**config.mk**
```make
export PLATFORM = sky130hd
export DESIGN_NAME = ser_tx_buffered
export DESIGN_NICKNAME = d
export VERILOG_FILES = /design/src/rtl/ser_tx_pkg.sv /design/src/rtl/ser_tx_fifo.sv /design/src/rtl/ser_tx_shifter.sv /design/src/rtl/ser_tx_irq.sv /design/src/rtl/ser_tx_buffered.sv
export SDC_FILE = /design/constraint.sdc
export NUM_CORES = 1
export LEC_CHECK = 0
export BUFFER_PORTS_ARGS = -buffer_cell sky130_fd_sc_hd__buf_2
export CAP_MARGIN = 15
export CORE_MARGIN = 1
export CORE_UTILIZATION = 58
export DETAILED_ROUTE_END_ITERATION = 6
export GPL_TIMING_DRIVEN = 0
export PLACE_DENSITY = 0.89
export SLEW_MARGIN = 10
export SYNTH_ARGS = -nofsm -noshare
export SYNTH_HDL_FRONTEND = slang
export SYNTH_HIERARCHICAL = 1
export SYNTH_SLANG_ARGS = --single-unit
export TNS_END_PERCENT = 100
```
**constraint.sdc**
```tcl
create_clock -name clk -period 2.4 [get_ports clk]
set_input_delay 0.24 -clock clk [delete_from_list [all_inputs] [get_ports clk]]
set_output_delay 0.24 -clock clk [all_outputs]
set_load 0.02 [all_outputs]
```
**src/rtl/ser_tx_pkg.sv**
```systemverilog
package ser_tx_pkg;
  localparam int CHAR_W = 9;

  typedef enum logic [1:0] {
    FMT_8N = 2'b00,
    FMT_8E = 2'b01,
    FMT_8O = 2'b10,
    FMT_9N = 2'b11
  } fmt_e;

  typedef enum logic [1:0] {
    IRQ_ON_LOAD      = 2'b00,
    IRQ_ON_DRAIN     = 2'b01,
    IRQ_ON_LAST_LOAD = 2'b10,
    IRQ_NONE         = 2'b11
  } irq_mode_e;
endpackage

```
**src/rtl/ser_tx_fifo.sv**
```systemverilog
module ser_tx_fifo #(
  parameter int DEPTH = 4,
  parameter int W     = 9,
  localparam int AW   = (DEPTH > 1) ? $clog2(DEPTH) : 1,
  localparam int CW   = $clog2(DEPTH + 1)
) (
  input  logic          clk,
  input  logic          rst_n,
  input  logic          flush,
  input  logic          push,
  input  logic          pop,
  input  logic [W-1:0]  din,
  output logic [W-1:0]  dout,
  output logic [CW-1:0] count,
  output logic          full,
  output logic          empty
);
  logic [W-1:0]  mem [DEPTH];
  logic [AW-1:0] wptr, rptr;

  function automatic logic [AW-1:0] step(input logic [AW-1:0] p);
    return (p == AW'(DEPTH - 1)) ? '0 : p + 1'b1;
  endfunction

  always_ff @(posedge clk) begin
    if (!rst_n || flush) begin
      wptr  <= '0;
      rptr  <= '0;
      count <= '0;
    end else begin
      if (push) wptr <= step(wptr);
      if (pop)  rptr <= step(rptr);
      case ({push, pop})
        2'b10:   count <= count + 1'b1;
        2'b01:   count <= count - 1'b1;
        default: count <= count;
      endcase
    end
  end

  always_ff @(posedge clk) begin
    if (push) mem[wptr] <= din;
  end

  assign dout  = mem[rptr];
  assign full  = (count == CW'(DEPTH));
  assign empty = (count == '0);
endmodule

```
**src/rtl/ser_tx_shifter.sv**
```systemverilog
module ser_tx_shifter
  import ser_tx_pkg::*;
#(
  parameter int BRK_ZEROS = 12,
  localparam int FRAME_W  = BRK_ZEROS + 2,
  localparam int LEN_W    = $clog2(FRAME_W + 1)
) (
  input  logic              clk,
  input  logic              rst_n,
  input  logic              abort,
  input  logic              load,
  input  logic              load_brk,
  input  logic [CHAR_W-1:0] din,
  input  fmt_e              fmt,
  input  logic              two_stop,
  input  logic              tick,
  output logic              busy,
  output logic              line,
  output logic              done,
  output logic              cur_brk
);
  logic [FRAME_W-1:0] shreg, nvec;
  logic [LEN_W-1:0]   rem, nlen;

  // Whole frame is laid out at load time; the line is always bit 0.
  always_comb begin
    nvec = '1;
    nlen = LEN_W'(10);
    if (load_brk) begin
      nvec              = '0;
      nvec[FRAME_W-1]   = 1'b1;
      nlen              = LEN_W'(FRAME_W);
    end else begin
      nvec[0]   = 1'b0;
      nvec[8:1] = din[7:0];
      case (fmt)
        FMT_8N: begin nvec[9] = 1'b1;       nlen = LEN_W'(10); end
        FMT_8E: begin nvec[9] = ^din[7:0];  nlen = LEN_W'(11); end
        FMT_8O: begin nvec[9] = ~^din[7:0]; nlen = LEN_W'(11); end
        default: begin nvec[9] = din[8];    nlen = LEN_W'(11); end
      endcase
      if (two_stop) nlen = nlen + 1'b1;
    end
  end

  assign done = busy && tick && (rem == LEN_W'(1));
  assign line = busy ? shreg[0] : 1'b1;

  always_ff @(posedge clk) begin
    if (!rst_n || abort) begin
      busy    <= 1'b0;
      shreg   <= '1;
      rem     <= '0;
      cur_brk <= 1'b0;
    end else if (load) begin
      busy    <= 1'b1;
      shreg   <= nvec;
      rem     <= nlen;
      cur_brk <= load_brk;
    end else if (busy && tick) begin
      shreg <= {1'b1, shreg[FRAME_W-1:1]};
      rem   <= rem - 1'b1;
      if (done) busy <= 1'b0;
    end
  end
endmodule

```
**src/rtl/ser_tx_irq.sv**
```systemverilog
module ser_tx_irq
  import ser_tx_pkg::*;
(
  input  logic      clk,
  input  logic      rst_n,
  input  logic      tx_en,
  input  irq_mode_e mode,
  input  logic      load_data,
  input  logic      last_load,
  input  logic      done,
  input  logic      drained,
  output logic      irq
);
  logic en_q1, en_q2, evt;

  always_comb begin
    case (mode)
      IRQ_ON_LOAD:      evt = load_data;
      IRQ_ON_DRAIN:     evt = done && drained;
      IRQ_ON_LAST_LOAD: evt = load_data && last_load;
      default:          evt = 1'b0;
    endcase
  end

  always_ff @(posedge clk) begin
    if (!rst_n) begin
      en_q1 <= 1'b0;
      en_q2 <= 1'b0;
      irq   <= 1'b0;
    end else begin
      en_q1 <= tx_en;
      en_q2 <= en_q1;
      irq   <= (en_q1 && !en_q2) || (tx_en && evt);
    end
  end
endmodule

```
**src/rtl/ser_tx_buffered.sv**
```systemverilog
module ser_tx_buffered
  import ser_tx_pkg::*;
#(
  parameter int DEPTH     = 4,
  parameter int BRK_ZEROS = 12,
  localparam int CW       = $clog2(DEPTH + 1)
) (
  input  logic              clk,
  input  logic              rst_n,
  input  logic              tx_en,
  input  logic [1:0]        frame_fmt,
  input  logic              two_stop,
  input  logic              idle_inv,
  input  logic [1:0]        irq_mode,
  input  logic              brk_go,
  input  logic              bit_tick,
  input  logic              wr_valid,
  input  logic [CHAR_W-1:0] wr_data,
  output logic              wr_ready,
  output logic              buf_full,
  output logic              shift_empty,
  output logic              brk_busy,
  output logic              tx_irq,
  output logic              txd
);
  logic [CHAR_W-1:0] q_head;
  logic [CW-1:0]     q_count;
  logic              q_empty, push_fire, pop_fire;
  logic              sh_busy, sh_line, sh_done, sh_brk;
  logic              load, load_brk, brk_pend;

  assign wr_ready  = tx_en && !buf_full;
  assign push_fire = wr_valid && wr_ready;
  assign load      = tx_en && !sh_busy && (brk_pend || !q_empty);
  assign load_brk  = load && brk_pend;
  assign pop_fire  = load && !brk_pend;

  ser_tx_fifo #(.DEPTH(DEPTH), .W(CHAR_W)) u_fifo (
    .clk(clk), .rst_n(rst_n), .flush(!tx_en),
    .push(push_fire), .pop(pop_fire), .din(wr_data),
    .dout(q_head), .count(q_count), .full(buf_full), .empty(q_empty)
  );

  ser_tx_shifter #(.BRK_ZEROS(BRK_ZEROS)) u_shift (
    .clk(clk), .rst_n(rst_n), .abort(!tx_en),
    .load(load), .load_brk(load_brk), .din(q_head),
    .fmt(fmt_e'(frame_fmt)), .two_stop(two_stop), .tick(bit_tick),
    .busy(sh_busy), .line(sh_line), .done(sh_done), .cur_brk(sh_brk)
  );

  always_ff @(posedge clk) begin
    if (!rst_n || !tx_en) brk_pend <= 1'b0;
    else if (brk_go)      brk_pend <= 1'b1;
    else if (sh_done && sh_brk) brk_pend <= 1'b0;
  end

  ser_tx_irq u_irq (
    .clk(clk), .rst_n(rst_n), .tx_en(tx_en),
    .mode(irq_mode_e'(irq_mode)),
    .load_data(pop_fire),
    .last_load((q_count == CW'(1)) && !push_fire),
    .done(sh_done),
    .drained(q_empty && !push_fire && (sh_brk || !brk_pend)),
    .irq(tx_irq)
  );

  assign brk_busy    = brk_pend;
  assign shift_empty = !sh_busy && q_empty;
  assign txd         = sh_line ^ idle_inv;
endmodule

```
Word level (Yosys, flattened, before mapping)
Memory sizes are Yosys's and may differ from the RTL's. A register that Yosys moved wholly into a read port is not among the register bits.
Index checks and enable logic that the tools add are counted.
{"block": "classes", "addsub": 6, "eq_ne": 11, "mux": 25, "n_bitwise": 1, "reduce_logical": 39}
{"operator": "$mux W14", "count": 2}
{"operator": "$mux W4", "count": 5}
{"operator": "$logic_and A1 B1 Y1", "count": 17}
{"operator": "$eq A2 B2 Y1 const B", "count": 5}
{"operator": "$mux W10", "count": 1}
{"operator": "$mux W1", "count": 9}
{"operator": "$logic_not A1 Y1", "count": 8}
{"operator": "$mux W2", "count": 4}
{"operator": "$reduce_bool A2 Y1", "count": 4}
{"operator": "$reduce_xnor A8 Y1", "count": 1}
{"operator": "$reduce_xor A8 Y1", "count": 1}
{"operator": "$eq A2 B1 Y1 const B", "count": 3}
{"operator": "$pmux W1 S3", "count": 2}
{"operator": "$pmux W3 S2", "count": 1}
{"operator": "$add A2 B1 Y2 const B", "count": 2}
{"operator": "$add A4 B1 Y4 const B", "count": 1}
{"operator": "$eq A4 B1 Y1 const B", "count": 1}
{"operator": "$logic_not A2 Y1", "count": 2}
{"operator": "$logic_or A1 B1 Y1", "count": 4}
{"operator": "$sub A4 B1 Y4 const B", "count": 1}
{"operator": "$add A3 B1 Y3 const B", "count": 1}
{"operator": "$eq A3 B1 Y1 const B", "count": 1}
{"operator": "$eq A3 B3 Y1 const B", "count": 1}
{"operator": "$logic_not A3 Y1", "count": 1}
{"operator": "other kinds (4)", "count": 4}
{"block": "totals", "reg_bits": 31, "ram_bits": 36, "output_inout_bits": 6, "word_cells": 94, "mem_count": 1}
{"memory": "u_fifo.mem", "depth": 4, "word_bits": 9, "rd": 1, "rd_ports_with_merged_regs": 1, "wr": 1, "line": "ser_tx_fifo.sv:18", "source": "logic [W-1:0] mem [DEPTH];"}

Depth between registers and ports, before layout
Gate-level depths: netlist of the first run.
{"block": "depth", "ltp_word": 11, "ltp_mapped": 10, "depth_no_buf": 10}

Modules after synthesis
Netlist of the first run, hierarchy kept.
{"mod": "ser_tx_fifo", "instances": 1, "cells_per_inst": 96, "area_each_um2": 1754.2, "seq_area_each_um2": 1261.2}
{"mod": "ser_tx_shifter", "instances": 1, "cells_per_inst": 103, "area_each_um2": 967.2, "seq_area_each_um2": 380.4}
{"mod": "ser_tx_buffered", "instances": 1, "cells_per_inst": 17, "area_each_um2": 137.6, "seq_area_each_um2": 20.0}
{"mod": "ser_tx_irq", "instances": 1, "cells_per_inst": 12, "area_each_um2": 108.9, "seq_area_each_um2": 60.1}

Least setup slack after synthesis of the first run
Ideal clock, no wire load.
{"block": "synth_path", "path_type": "reg-to-reg", "start": "reg u_fifo.count[1]", "end": "reg u_fifo.count[2]", "arrival_time_ns": 2.215, "t_required_ns": 2.330, "slack_ns": 0.115, "path_stages_with_launch": 11, "path_buffers": 0, "period_less_slack_ns": 2.285, "path_cell_list": "dfxtp_1 inv_1 and3_1 and3b_4 inv_1 ha_1 inv_1 fa_1 xor2_1 or3_1 a21oi_1"}
{"block": "synth_between", "word_cells_on_any_way": 15, "cone_classes": "2 x add/sub; 3 x eq/ne; 1 x mux; 9 x reduce/logical"}
{"element": "start: declaration", "line": "ser_tx_fifo.sv:14", "source": "output logic [CW-1:0] count,"}
{"element": "start signal: assignment", "line": "ser_tx_fifo.sv:34", "source": "2'b10: count <= count + 1'b1;"}
{"element": "start signal: assignment", "line": "ser_tx_fifo.sv:35", "source": "2'b01: count <= count - 1'b1;"}
{"element": "start signal: assignment", "line": "ser_tx_fifo.sv:36", "source": "default: count <= count;"}
{"element": "$eq A3 B3 Y1 *", "line": "ser_tx_fifo.sv:46", "source": "assign full = (count == CW'(DEPTH));"}
{"element": "named net buf_full", "line": "ser_tx_buffered.sv:20", "source": "output logic buf_full,"}
{"element": "$logic_not A1 Y1 *", "line": "ser_tx_buffered.sv:32", "source": "assign wr_ready = tx_en && !buf_full;"}
{"element": "$logic_and A1 B1 Y1 *", "line": "ser_tx_buffered.sv:32"}
{"element": "$logic_and A1 B1 Y1 *", "line": "ser_tx_buffered.sv:33", "source": "assign push_fire = wr_valid && wr_ready;"}
{"element": "named net push_fire", "line": "ser_tx_buffered.sv:28", "source": "logic q_empty, push_fire, pop_fire;"}
{"element": "$eq A2 B1 Y1 / $eq A2 B2 Y1 (equally long branches)", "line": "ser_tx_fifo.sv:33", "source": "case ({push, pop})"}
{"element": "$pmux W3 S2 / $reduce_bool A2 Y1 (equally long branches)"}
Mark *: on every way through the listed nets, which the timed path passes. The rest lies on a longest branch.
A chain may end at the register's enable or synchronous reset.

Final worst setup path of the first run
{"block": "layout_path", "start": "reg u_fifo.count[1]", "end": "reg u_fifo.count[2]"}
{"block": "layout_between", "word_cells_on_any_way": 15, "cone_classes": "2 x add/sub; 3 x eq/ne; 1 x mux; 9 x reduce/logical"}
{"element": "$eq A3 B3 Y1 *", "line": "ser_tx_fifo.sv:46"}
{"element": "$logic_not A1 Y1 *", "line": "ser_tx_buffered.sv:32"}
{"element": "$logic_and A1 B1 Y1 *", "line": "ser_tx_buffered.sv:32"}
{"element": "$logic_and A1 B1 Y1 *", "line": "ser_tx_buffered.sv:33"}
{"element": "named net push_fire", "line": "ser_tx_buffered.sv:28"}
{"element": "$eq A2 B1 Y1 / $eq A2 B2 Y1 (equally long branches)", "line": "ser_tx_fifo.sv:33"}
{"element": "$pmux W3 S2 / $reduce_bool A2 Y1 (equally long branches)"}
Marks and branches as above.

==> results of run 1 <==
## cell usage in the layout, fill, tap and decap left out, types with 3 or more instances in the layout
cell / instances
mux4_2: 9
buf_2: 27
ha_1: 10
o21ai_0: 14
nor2b_1: 3
xnor2_1: 9
nand2b_1: 5
nor2_1: 14
xor2_1: 4
edfxtp_1: 36
clkbuf_8: 9
a21oi_1: 17
and2_1: 7
mux2i_1: 12
dfxtp_1: 31
inv_1: 14
## final cells by class
class	count	area (um2)
plain buffers	7	40.0
clock buffers	9	124
clock inverters	6	42.5
fillers	347	1450
inverters	16	60.1
multi-input cells	137	1160
flip-flops and latches	68	1720
well taps	67	83.8
repair buffers	26	130
## sequential cells by signal, summed over array words and instances (netlist names), named ones only
name	count
u_fifo/mem	36
u_shift/shreg	13
u_shift/rem	4
u_fifo/count	3
u_fifo/rptr	2
u_fifo/wptr	2
brk_busy	1
u_irq/en_q1	1
u_irq/en_q2	1
u_irq/irq	1
u_shift/busy	1
u_shift/cur_brk	1
## cell families (layout without fill, tap and decap cells)
family	count (synthesis)	in the layout	share of synthesized area (%)
fa+ha+maj	11	11	4.89
xor+xnor	13	13	3.84
simple gates	48	48	9.91
compound gates	43	43	8.60
flops	68	68	58.0
buf+inv	23	64	3.37
mux	22	22	11.4
## critical path, cell delays in order (launching register included)
cell and delay, ns:
dfxtp_1 0.36, inv_2 0.08, and3_4 0.19, and3b_4 0.24, inv_1 0.10, ha_1 0.20, inv_1 0.06, fa_1 0.37
xor2_1 0.15, or3_1 0.30, a21oi_1 0.14
## through the flow
stage                     TNS, ns  std cells  power, uW
after CTS                       0        336       2250
after global routing            0        336       2320
after detailed placement  -0.0423        321       1460
after floorplan                 0        228       1400
after global placement    -0.0256        321       1450
final                           0        336       2230
## power by group through the flow
| stage | Combinational, uW | Clock, uW | Sequential [uW] |
|---|---|---|---|
| after floorplan | 119 | 0 | 1280 |
| after global placement | 168 | 0 | 1280 |
| after detailed placement | 174 | 0 | 1280 |
| after CTS | 176 | 815 | 1260 |
| after global routing | 194 | 864 | 1260 |
| final | 177 | 799 | 1260 |
## layer usage
| layer | vias to the layer above | global-route usage (%) |
|---|---|---|
| li1 | 901 | - |
| met1 | 900 | 26.6 |
| met2 | 38 | 34.5 |
| met3 | 9 | 6.86 |
| met4 | 0 | 9.40 |
| met5 | - | 0 |
## cells in the mapped netlist (2+ instances only)
cell type	n
xor2_1	4
ha_1	10
a211oi_1	2
nand2_1	2
and3_1	3
clkbuf_1	2
o21ai_1	2
mux2i_1	12
nor2_1	14
nor3b_1	2
nor3_1	3
mux4_2	9
and2_1	7
a21oi_1	17
nand2b_1	5
inv_1	16
edfxtp_1	36
nor2b_1	3
o21ai_0	14
dfxtp_1	32
xnor2_1	9
## path summary, 6_finish.rpt
path                                start                            to  slack, ns  cells past startpoint
max          u_fifo/count[1]$_SDFFE_PP0P_  u_fifo/count[2]$_SDFFE_PP0P_       0.13                     10
min                            wr_data[0]    u_fifo/mem[3][0]$_DFFE_PP_       0.11                      1
max reg2reg  u_fifo/count[1]$_SDFFE_PP0P_  u_fifo/count[2]$_SDFFE_PP0P_       0.13                     10
min reg2reg        u_irq/en_q1$_SDFF_PN0_        u_irq/en_q2$_SDFF_PN0_       0.48                      1
## what timing repair did
action | in CTS | in global routing
resized for setup | 1 | 5
setup buffers | 0 | 0
endpoints found under the setup margin | 1 | 1
pin swaps | 0 | 1
==> summary.md, run 1 <==
| Metric | Value |
|---|---|
| Num rows | 25 |
| Antenna viol nets, final | 0 |
| PD cells | 664 nW/um2 |
| Post-synthesis cell type count | 45 |
| Startpoint types | flop |
| Clock buffer count from CTS | 9 |
| Final Cell Area | 3370 um2 |
| Crit path arrival time | 2.54 ns |
| Switching part of the total | between 20% and 30% |
| Placement Cell Area | approximately 3200 um2 |
| HP Class | primary input to flop |
| Yosys warns | 6 |
| Max-capacitance violation count | 0 |
| Root buffer cell | clkbuf_8 |
| Sequential share of the synthesized area | between 50% and 60% |
| Met2 wire len | 2550 um |
| Starting Density | 61.6% |
| Chip height | 73.5 um |
| Async SR Flop Fraction | 0% |
| Aggregate global routing overflow | 0 |
| Max Clock Freq | 440 MHz |
| Psw | 541 uW |
| Total iterations of the first detailed-routing run | 4 |
| DR top layer | met4 |
| Hold-fix buffers at CTS | 0 |
| Maximum VDD drop | about 0.00060 V |
| Pint | 1690 uW |
| Wire length on met3 | 211 um |
| Number of I/O pins | 27 |
| Width of the die | 73.5 um |
| RSZ-0062 raised after global routing | false |
| CTS tree | built |
| Routed WL | 5160 um |
| Clock Sinks | 68 |
| Status | finished, final reports clean |
| Slew @ Worst Pin | ~0.6 ns |
| Clk buf depth | 2 |
| Synth area leaders | edfxtp_1, dfxtp_1, mux4_2, ha_1, mux2i_1 |
| Clock Pin Slew Worst Setup and Hold Paths | roughly 0.08 ns |
| CP Max Fanout | 9 |
| Routed WL per cell | 15.4 um |
| Die footprint | 5410 um2 |
| Vias per cell | 5.50 |
| Final hold vios | 0 |
| Met1 WL | about 2300 um |
| Max transition margin | 60.0% |
| Residual DRC | 0 |
| Global-route wire length before repair | 8250 um |
| Port bufs | 26 |
| Post-route setup slack | 0.128 ns |
| WP data required | between 2 and 3 ns |
| Largest net degree at the start of global routing | 13 |
| Worst skew pair latency | 0.34 ns |
| Hold Slack | approximately 0.11 ns |
| Leakage | about 0.0012 uW |
| Layout area overhead | 13.4% |
| Post-synthesis instance total | between 200 and 250 |
| Setup violations, final | 0 |
| Clock skew | 0.00627 ns |
| Final period utilization | 94.7% |
| Gp weighted congestion | roughly 0.75 |
| Yosys top cell area share | a little over a third |
| Vias in the first global route | 1793 |
| H-Tree Depth | 3 |
| Starting DRT DRC Count | around 180 |
| Fin. max-slew vios | 0 |
| Part of the power in registers | 56.3% |
| Fin util | 69.9% |
| Mean post-synth cell area | 13.0 um2 |
| Crit path time final | 2.27 ns |
| Mapped cell area | 2970 um2 |
| DR vias | 1848 |
| Top_reg_cell synth | edfxtp_1 |
| #FFs+latches synth | 68 |
| Largest area contributor in the netlist | edfxtp_1 |
| Antenna violations before repair | 0 |
| Final nets | 297 |
| Gr usage total | 21.4% |
| Core box area | about 4800 um2 |
| Antenna fix cells | 0 |
| Comb pwr share | 7.9% |
| Syn nets | 260 |
| Post-synth EDFFs | 36 |
| Post-DP HPWL | between 3000 and 4000 um |
| Clk network pwr share | 35.8% |
| Share of layout cells above drive strength 1 | 24.5% |
| Setup CP Type | flop to flop |
| Crit end category | flop |
| Placement-stage worst setup slack | -0.0423 ns |
(Power assumes the default switching activity.)
==> run 2: changes to the inputs <==
Settings changed: ABC_AREA set to 1, CORE_UTILIZATION 58 to 30, PLACE_DENSITY 0.89 to 0.57.
==> run 2 against run 1 <==
Against the previous run: synthesized area increased by 9.7%; register-to-register slack improved by 0.15 ns; maximum frequency is 7.1% higher; largest cell class unchanged; sequential power hardly changed.
==> summary.md, run 2 <==
| Metric | Value |
|---|---|
| Status | finished, final reports clean |
| DR vias | 2451 (+33%) |
| PD cells | 633 nW/um2 (-4.6%) |
| Antenna viol nets, final | 0 (unchanged) |
| Antenna violations before repair | 0 (unchanged) |
| Post-route setup slack | 0.279 ns (+0.151 ns) |
| Filler cells | 1059 (+210%) |
| WP data required | 2.64 ns (-0.03 ns) |
| Clock Sinks | 68 (unchanged) |
| Part of the power in registers | 53.6% (-2.7 points) |
| Vias in the first global route | 2349 (+31%) |
| Mean post-synth cell area | 9.10 um2 (-30%) |
| Worst hold start | wr_data[7] |
| Port bufs | 26 (unchanged) |
| Met1 WL | 2790 um (+21%) |
| Max transition margin | 61.5% (+1.5 points) |
| Setup violations, final | 0 (unchanged) |
| Max reg flops | 36 (unchanged) |
| Residual DRC | 0 (unchanged) |
| Max Clock Freq | 471 MHz (+7.1%) |
| Worst skew pair latency | 0.34 ns (about the same) |
| Wire length on met3 | 269 um (+27%) |
| Maximum VDD drop | 0.000238 V (-60%) |
| Hold Path Cell Cnt | 1 (unchanged) |
| Layout area overhead | 14.6% |
| DR top layer | met4 |
| Total iterations of the first detailed-routing run | 5 (+1) |
| Starting Density | 31.3% (-30 points) |
| Crit path arrival time | 2.36 ns (-0.18 ns) |
| Yosys top cell area share | 33.2% (-3.2 points) |
| Cells after DPL | 520 (+62%) |
| Largest area contributor in the netlist | edfxtp_1 |
| Mapped cell area | 3260 um2 (+9.7%) |
| Switching part of the total | 26.9% (+2.7 points) |
| Largest net degree at the start of global routing | 14 (+1) |
| Clock skew | 0.00536 ns (-0.000910 ns) |
| Yosys warns | 6 (unchanged) |
| Antenna fix cells | 0 (unchanged) |
| Die footprint | 11300 um2 (+110%) |
| #FFs+latches synth | 68 (unchanged) |
| Post-DP HPWL | 4640 um (+29%) |
| Post-synth EDFFs | 36 (unchanged) |
| Share of layout cells above drive strength 1 | 20.8% (-3.8 points) |
| Most common cell after layout, fill and taps aside | nand2_1 |
| Met2 wire len | 3250 um (+27%) |
| Post-synthesis instance total | 358 (+57%) |
| Setup_tns | 0 ns (unchanged) |
| RSZ-0062 raised after global routing | false |
| Async SR Flop Fraction | 0% (unchanged) |
| Hold Path End | u_fifo/mem[0][7]$_DFFE_PP_ |
| Count leader, synth | nand2_1 |
| Clock buffer count from CTS | 9 (unchanged) |
| Final nets | 427 (+44%) |
| Clock Pin Slew Worst Setup and Hold Paths | 0.08 ns (about the same) |
| Sequential share of the synthesized area | 52.9% (-5.1 points) |
| Crit end category | flop |
| Post-synthesis cell type count | 33 (-27%) |
| Gp weighted congestion | 0.752 (-0.40%) |
| Max-capacitance violation count | 0 (unchanged) |
| Setup Fix Bufs, Post-CTS | 0 (unchanged) |
| Most flops, register | u_fifo/mem |
| Setup CP Type | flop to flop |
| Routed WL per cell | 11.9 um (-23%) |
| Worst r2r dst | u_fifo/count[2]$_SDFFE_PP0P_ |
| Final period utilization | 88.4% (-6.3 points) |
| Hold-fix buffers at CTS | 0 (unchanged) |
| Routed WL | 6380 um (+24%) |
| Placement-stage worst setup slack | 0.312 ns (+0.354 ns) |
| Post-CTS Resized | 0 (-1) |
| Largest regs | u_fifo/mem (36), u_shift/shreg (13), u_shift/rem (4) |
| Pint | 1730 uW (+2.0%) |
| CTS tree | built |
| Synth cell count leaders | nand2_1, inv_1, edfxtp_1 |
| Final hold vios | 0 (unchanged) |
| Clk network pwr share | 35.2% (-0.6 points) |
| Chip height | 106 um (+44%) |
| Syn nets | 390 (+50%) |
| Most frequent cells in the layout | nand2_1, inv_1, edfxtp_1 |
| H-Tree Depth | 3 (unchanged) |
| Vias per cell | 4.57 (-17%) |
| Core box area | 10400 um2 (+120%) |
| Number of I/O pins | 27 (unchanged) |
| Starting DRT DRC Count | 92 (-48%) |
| Root buffer cell | clkbuf_8 |
| Comb pwr share | 11.2% (+3.3 points) |
| Worst reg2reg path startpoint | u_fifo/count[2]$_SDFFE_PP0P_ |
| Gr usage total | 12.5% (-8.9 points) |
| CP Max Fanout | 4 (-5) |
| Final Non-Filler Cells | 536 (+60%) |
| Fin. max-slew vios | 0 (unchanged) |
| R2r setup slk | 0.28 ns (+0.15 ns) |
| Num rows | 37 (+48%) |
| Top_reg_cell synth | edfxtp_1 |
| Fin util | 35.8% (-34 points) |
| Aggregate global routing overflow | 0 (unchanged) |
| Synth area leaders | edfxtp_1, dfxtp_1, nand2_1, inv_1, ha_1 |
| Leakage | 0.00165 uW (+38%) |
| Crit path time final | 2.12 ns (-0.151 ns) |
| Clk buf depth | 2 (unchanged) |
| R2R depth | 11 (+1) |
| Psw | 636 uW (+18%) |
| Slew @ Worst Pin | 0.577 ns (-0.0223 ns) |
| Startpoint types | flop |
| Global-route wire length before repair | 11000 um (+33%) |
| HP Class | primary input to flop |
| Width of the die | 106 um (+44%) |
-- run 2: per-stage QoR --
stage | cell area [um2] | hold slack (ns) | power, uW
finish | 3730 | 0.113 | 2360
global route | 3730 | 0.0887 | 2490
CTS | 3730 | 0.0956 | 2390
detailed placement | 3560 | 0.421 | 1560
global placement | 3560 | 0.404 | 1550
floorplan | 3260 | 0.339 | 1480
-- run 2: cell type report --
type	count	area, um2	share of cell area, %
flip-flops and latches	68	1720	46.1
multi-input cells	221	1230	33.0
inverters	62	240	6.44
well taps	136	170	4.56
repair buffers	26	130	3.49
clock buffers	9	124	3.32
plain buffers	7	65.1	1.74
clock inverters	7	50.0	1.34
-- run 2: how the worst max path moves through the flow --
stage                                       from                      endpoint  slack (ns)
detailed placement  u_fifo/count[1]$_SDFFE_PP0P_  u_fifo/count[2]$_SDFFE_PP0P_        0.31
global placement    u_fifo/count[1]$_SDFFE_PP0P_  u_fifo/count[2]$_SDFFE_PP0P_        0.36
floorplan           u_fifo/count[2]$_SDFFE_PP0P_  u_fifo/count[2]$_SDFFE_PP0P_        0.14
global route        u_fifo/count[2]$_SDFFE_PP0P_  u_fifo/count[2]$_SDFFE_PP0P_        0.04
finish              u_fifo/count[2]$_SDFFE_PP0P_  u_fifo/count[2]$_SDFFE_PP0P_        0.28
CTS                 u_fifo/count[2]$_SDFFE_PP0P_  u_fifo/count[2]$_SDFFE_PP0P_        0.30
-- run 2: cell families after synthesis --
family,share of synthesized area [%]
AO/OA/AOI/OAI,15.3
XOR/XNOR,0.538
flip-flops,52.9
adder cells (fa/ha/maj),4.46
AND/OR/NAND/NOR,17.5
buffers and inverters,9.37
-- run 2: power groups by stage --
stage	registers [uW]	clock network [uW]	logic [uW]
floorplan	1290	0	188
CTS	1270	860	268
detailed placement	1290	0	266
finish	1270	832	264
global placement	1290	0	260
global route	1270	916	306
-- run 2: worst max-delay path, stage by stage, from the launching register on --
cell and delay, ns:
dfxtp_1 0.38, nor3_1 0.12, nor3_1 0.47, ha_1 0.27
inv_1 0.07, fa_1 0.38, inv_1 0.07, nand2_1 0.06
nand3_1 0.08, nand2_1 0.05, inv_1 0.04, nor2_1 0.03
-- run 2: routing by layer --
layer	vias up	track usage, %
met5	-	0
met4	0	4.66
met3	7	3.19
met2	50	21.4
met1	1135	15.0
li1	1259	-
